$ cat config.mk
export PLATFORM = sky130hd
export DESIGN_NAME = wsel_top
export DESIGN_NICKNAME = d
export VERILOG_FILES = /design/src/rtl/wsel_pkg.sv /design/src/rtl/wsel_argmax_tree.sv /design/src/rtl/wsel_step_reg.sv /design/src/rtl/wsel_act_decode.sv /design/src/rtl/wsel_top.sv
export SDC_FILE = /design/constraint.sdc
export NUM_CORES = 1
export LEC_CHECK = 0
export ABC_AREA = 1
export ABC_CLOCK_PERIOD_IN_PS = 5100
export BUFFER_PORTS_ARGS = -buffer_cell sky130_fd_sc_hd__buf_2
export CAP_MARGIN = 30
export CELL_PAD_IN_SITES_DETAIL_PLACEMENT = 0
export CELL_PAD_IN_SITES_GLOBAL_PLACEMENT = 1
export CORE_MARGIN = 8
export CORE_UTILIZATION = 35
export DETAILED_ROUTE_END_ITERATION = 6
export HOLD_SLACK_MARGIN = 0.05
export MAX_ROUTING_LAYER = met4
export PLACE_DENSITY = 0.8
export REMOVE_ABC_BUFFERS = 1
export SLEW_MARGIN = 20
export SYNTH_ARGS = -nofsm -noshare
export SYNTH_HDL_FRONTEND = slang
export SYNTH_SLANG_ARGS = --single-unit
$ cat constraint.sdc
create_clock -name clk -period 5.1 [get_ports clk]
set_input_delay 1.02 -clock clk [delete_from_list [all_inputs] [get_ports clk]]
set_output_delay 1.02 -clock clk [all_outputs]
set_load 0.02 [all_outputs]
$ cat src/rtl/wsel_pkg.sv
package wsel_pkg;

    // Default sizing of one parent chunk
    localparam int unsigned DEF_NEURONS = 8;
    localparam int unsigned DEF_ACT_W   = 8;

    // Width of an index that addresses n neurons, at least one bit
    function automatic int unsigned idx_width(input int unsigned n);
        return (n > 1) ? $clog2(n) : 1;
    endfunction

    // Number of comparator levels in the tournament for n entrants
    function automatic int unsigned tree_levels(input int unsigned n);
        return (n > 1) ? $clog2(n) : 0;
    endfunction

endpackage

$ cat src/rtl/wsel_argmax_tree.sv
// Combinational tournament: finds the largest activity, lowest index on ties.
module wsel_argmax_tree #(
    parameter int unsigned NEURONS = wsel_pkg::DEF_NEURONS,
    parameter int unsigned ACT_W   = wsel_pkg::DEF_ACT_W,
    parameter int unsigned IDX_W   = wsel_pkg::idx_width(NEURONS)
) (
    input  logic [NEURONS*ACT_W-1:0] activity,
    output logic [IDX_W-1:0]         best_idx
);
    localparam int unsigned LEVELS = wsel_pkg::tree_levels(NEURONS);
    localparam int unsigned LEAVES = 1 << LEVELS;
    localparam int unsigned NODES  = 2 * LEAVES;

    typedef struct packed {
        logic [ACT_W-1:0] val;
        logic [IDX_W-1:0] idx;
    } cand_t;

    // Heap layout: node 1 is the root, leaves sit at LEAVES .. 2*LEAVES-1.
    // The left child always covers lower indices than the right child.
    cand_t node [1:NODES-1];

    genvar gl;
    generate
        for (gl = 0; gl < LEAVES; gl++) begin : g_leaf
            if (gl < NEURONS) begin : g_real
                assign node[LEAVES+gl].val = activity[gl*ACT_W +: ACT_W];
                assign node[LEAVES+gl].idx = IDX_W'(gl);
            end else begin : g_pad
                // Padding lanes carry zero and a higher index than any
                // real lane, so with strict comparison they never win.
                assign node[LEAVES+gl].val = '0;
                assign node[LEAVES+gl].idx = IDX_W'(gl);
            end
        end
    endgenerate

    genvar gk;
    generate
        for (gk = 1; gk < LEAVES; gk++) begin : g_cmp
            // Right entrant takes the node only when strictly larger
            assign node[gk] = (node[2*gk+1].val > node[2*gk].val)
                              ? node[2*gk+1] : node[2*gk];
        end
    endgenerate

    assign best_idx = node[1].idx;

endmodule

$ cat src/rtl/wsel_step_reg.sv
// Holds the winner between steps and produces the handover pulse.
module wsel_step_reg #(
    parameter int unsigned IDX_W = 3
) (
    input  logic             clk,
    input  logic             rst,
    input  logic             step_done,
    input  logic             parent_active,
    input  logic [IDX_W-1:0] cand_idx,
    output logic [IDX_W-1:0] winner_idx,
    output logic             winner_changed,
    output logic [IDX_W-1:0] idx_next,
    output logic             valid_next
);
    typedef struct packed {
        logic             valid;
        logic [IDX_W-1:0] idx;
    } win_t;

    win_t cur_q;
    win_t cur_d;
    logic accept;
    logic moved;
    logic changed_q;

    assign accept = step_done & parent_active;
    assign moved  = accept & (~cur_q.valid | (cand_idx != cur_q.idx));

    always_comb begin
        cur_d = cur_q;
        if (accept) begin
            cur_d.valid = 1'b1;
            cur_d.idx   = cand_idx;
        end
    end

    always_ff @(posedge clk) begin
        if (rst) begin
            cur_q     <= '0;
            changed_q <= 1'b0;
        end else begin
            cur_q     <= cur_d;
            changed_q <= moved;
        end
    end

    assign winner_idx     = cur_q.idx;
    assign winner_changed = changed_q;
    assign idx_next       = cur_d.idx;
    assign valid_next     = cur_d.valid;

endmodule

$ cat src/rtl/wsel_act_decode.sv
// Registered one-hot activation lines, one per child chunk.
module wsel_act_decode #(
    parameter int unsigned NEURONS = 8,
    parameter int unsigned IDX_W   = 3
) (
    input  logic               clk,
    input  logic               rst,
    input  logic               parent_active,
    input  logic               valid_next,
    input  logic [IDX_W-1:0]   idx_next,
    output logic [NEURONS-1:0] child_en
);
    logic               gate_open;
    logic [NEURONS-1:0] en_q;

    assign gate_open = parent_active & valid_next;

    genvar gi;
    generate
        for (gi = 0; gi < NEURONS; gi++) begin : g_line
            always_ff @(posedge clk) begin
                if (rst) begin
                    en_q[gi] <= 1'b0;
                end else begin
                    en_q[gi] <= gate_open && (idx_next == IDX_W'(gi));
                end
            end
        end
    endgenerate

    assign child_en = en_q;

endmodule

$ cat src/rtl/wsel_top.sv
module wsel_top #(
    parameter int unsigned NEURONS = wsel_pkg::DEF_NEURONS,
    parameter int unsigned ACT_W   = wsel_pkg::DEF_ACT_W,
    parameter int unsigned IDX_W   = wsel_pkg::idx_width(NEURONS)
) (
    input  logic                     clk,
    input  logic                     rst,
    input  logic                     step_done,
    input  logic                     parent_active,
    input  logic [NEURONS*ACT_W-1:0] activity,
    output logic [IDX_W-1:0]         winner_idx,
    output logic [NEURONS-1:0]       child_en,
    output logic                     winner_changed
);
    logic [IDX_W-1:0] cand_idx;
    logic [IDX_W-1:0] idx_next;
    logic             valid_next;

    wsel_argmax_tree #(
        .NEURONS (NEURONS),
        .ACT_W   (ACT_W),
        .IDX_W   (IDX_W)
    ) tree_i (
        .activity (activity),
        .best_idx (cand_idx)
    );

    wsel_step_reg #(
        .IDX_W (IDX_W)
    ) step_i (
        .clk            (clk),
        .rst            (rst),
        .step_done      (step_done),
        .parent_active  (parent_active),
        .cand_idx       (cand_idx),
        .winner_idx     (winner_idx),
        .winner_changed (winner_changed),
        .idx_next       (idx_next),
        .valid_next     (valid_next)
    );

    wsel_act_decode #(
        .NEURONS (NEURONS),
        .IDX_W   (IDX_W)
    ) dec_i (
        .clk           (clk),
        .rst           (rst),
        .parent_active (parent_active),
        .valid_next    (valid_next),
        .idx_next      (idx_next),
        .child_en      (child_en)
    );

endmodule

==> out/results.ini <==
[worst_setup_path]
cp-start-kind = input pin
required_ns = 5.28
crit_arrival_ns = 4.72
timing.rr.start = step_i.winner_idx[2]
slowest_delay_ns = 0.33
worst_setup_path_end_kind = register
rrSetupSlack_ns = 4.04
reg2reg_to = step_i.winner_changed
cpMaxStageDelayCell = o21ai_0
path_common_cell = nand2_1
crit_type = input pin to register
ff2ff_path_depth = 7
cp_max_fo = 18

[synthesis]
yosys_warnings = 0
muxShareOfSynthArea_pct = 0
syn_area_per_cell_um2 = 6.06
synth_top_family_by_area = simple AND/OR/NAND/NOR gates
synth-xor-area-share_pct = 0
yosysUniqueCellTypes = 24
synthCells = 406
synth_fa_ha_area_share_pct = 28.5
ys_ff_latch = 13
seq_area_frac_synth_pct = 10.6
synth_compound_area_share_pct = 17.1
synth_area_um2 = 2460
synth-simple-area-share_pct = 31.6

[timing]
finalCriticalPeriod_ns = 4.55
grt_setup_unrepaired = no
fin_crit_sh_pct = 89.2
tns_ns = 0
tightest_slew_ns = 0.349
setup_viol = 0
slew_violations = 0
finClkSkew_ns = 0.00146
hold_viol = 0
max_freq_ghz = 0.220
max_slew_margin_pct = 76.5

[detailed_routing]
drt-total-wl_um = 6220
vias_per_cell = 4.53
vias = 2611
drt.antenna.violating_nets = 0
dr.pass1.iters = 4
drc = 0
drtIter0Drc = 62
wl_per_cell_um = 10.8

[outcome]
status = completed

[clocking]
postCtsHoldBufs = 0
clkSinkCount = 13
insertion_delay_ns = 0.24
cts_buffers = 3
tritoncts = built
htreeDepth = 1
root_buffer = clkbuf_8
clkSlewWorstSetupHoldPaths_ns = 0.05
clk_path_buf_depth = 2

[finish]
drive_gt1_share_pct = 21.0
fin_area_um2 = 3000
mostFrequentLayoutCells = 117 x nand2_1, 79 x buf_2, 63 x inv_1, 56 x ha_1, 41 x nor2_1
antenna_cells = 0
final_common_cell = nand2_1
nets = 606
synthToLayoutAreaGrowth_pct = 21.9

[power_and_ir_drop]
pwr-share-comb_pct = 72.1
netSwitchingPower_mw = 0.356
internal_power_mw = 0.365
switching_share_pct = 49.4
p_clk_share_pct = 12.4
p_leak_nw = 1.80
p_seq_share_pct = 15.5
ir_drop_uv = 122
p_per_area_nw_per_um2 = 240
power_mw = 0.721

[min_path]
hold_path_end = step_i.cur_q[3]
hold_start = step_i.cur_q[3]
holdPathStages = 2
min_path_type = register to register

[floorplan]
core.rowCount = 30
core_um2 = 6790
pin_count = 80
start_util_pct = 36.2
die_area_um2 = 9980
die_width_um = 99.9
dieHeight_um = 99.9

[global_routing]
grt_max_degree = 19
grt_pass1_vias = 2520
grt_pass1_wl_um = 10500
antenna_found_initial = 0
grt_overflow = 0
grt_use_total_pct = 12.6

[place]
postPlaceCellArea_um2 = 2920
io_buffers = 79
dp_hpwl_um = 5650
place_congestion = 0.876

[run]
cap_violations = 0

==> how the worst max path moves through the flow <==
stage	depth (start not counted)	slack [ns]	startpoint	endpoint
finish	34	0.55	activity[7]	dec_i.child_en[2]
global route	33	0.002	activity[55]	dec_i.child_en[2]
CTS	30	0.29	activity[39]	dec_i.child_en[2]
detailed placement	29	0.04	activity[39]	dec_i.child_en[2]
global placement	30	0.10	activity[39]	dec_i.child_en[6]
floorplan	29	0.70	activity[39]	dec_i.child_en[3]
==> stage by stage <==
step,hold WS [ns],utilization (%),setup WS (ns),std cells
global placement,0.495,42.9,0.103,572
finish,0.508,44.2,0.552,577
floorplan,0.452,-,0.705,397
global route,0.555,44.2,0.00163,577
CTS,0.502,43.6,0.288,576
detailed placement,0.491,42.9,0.0365,572
==> cell usage after synthesis <==
| library cell | number | area share (%) |
|---|---|---|
| or2_2 | 1 | 0.25 |
| a21boi_4 | 1 | 0.76 |
| buf_4 | 5 | 1.5 |
| nand2_1 | 118 | 18 |
| o21ai_1 | 1 | 0.20 |
| nor2_2 | 2 | 0.51 |
| nor3b_1 | 1 | 0.30 |
| ha_1 | 56 | 28 |
| o21ai_0 | 35 | 7.1 |
| a21o_1 | 3 | 0.91 |
| buf_2 | 2 | 0.41 |
| clkbuf_1 | 1 | 0.15 |
| o21a_1 | 4 | 1.2 |
| buf_6 | 1 | 0.46 |
| nand3_1 | 6 | 1.2 |
| nand4_1 | 7 | 1.8 |
| a21oi_1 | 31 | 6.3 |
| nand2_2 | 8 | 2.0 |
| dfxtp_1 | 13 | 11 |
| o21bai_1 | 2 | 0.61 |
| nand3_2 | 3 | 1.2 |
| inv_1 | 63 | 9.6 |
| nor2_1 | 41 | 6.3 |
| inv_2 | 1 | 0.15 |
==> area by class of cell <==
class | count | area, um^2
Fill cell | 752 | 3790
Tap cell | 96 | 120
Clock buffer | 4 | 45.0
Sequential cell | 13 | 260
Multi-Input combinational cell | 320 | 1920
Timing Repair Buffer | 80 | 415
Inverter | 64 | 240
==> critical path, delay by kind of cell <==
family                     cells  cell delay (ns)
AOI/OAI and AO/OA              3             0.56
adders and majority gates      3             0.89
and+or+nand+nor               23             1.95
buffers and inverters          5             0.29
==> cell families (layout without fill, tap and decap cells) <==
family	count (synthesis)	after routing
fa+ha+maj	56	56
simple gates	187	187
buf+inv	73	148
flops	13	13
compound gates	77	77
==> what timing repair did <==
action                                  in CTS  in global routing
endpoints found under the setup margin       0                 11
gates resized for setup                      0                  8
buffers inserted                             0                  1
==> power groups by stage <==
stage / logic (mW) / registers [mW] / clock network (mW)
3_3_place_gp: 0.499 / 0.114 / 0
2_1_floorplan: 0.375 / 0.120 / 0
4_1_cts: 0.510 / 0.112 / 0.0915
6_report: 0.520 / 0.112 / 0.0891
5_1_grt: 0.610 / 0.113 / 0.0950
3_5_place_dp: 0.508 / 0.114 / 0
==> state kept, by name (all words and copies together), names as in the netlist <==
signal and count:
dec_i.child_en 8, step_i.winner_idx 3, step_i.winner_changed 1, step_i.cur_q 1
==> routing by layer <==
layer,up-vias,GRT usage [%],wire [um]
met4,0,2.10,31
li1,1462,-,-
met2,47,22.3,2890
met1,1100,15.1,3060
met3,2,1.66,239
met5,-,-,0
Power figures use the tool's default switching activity.
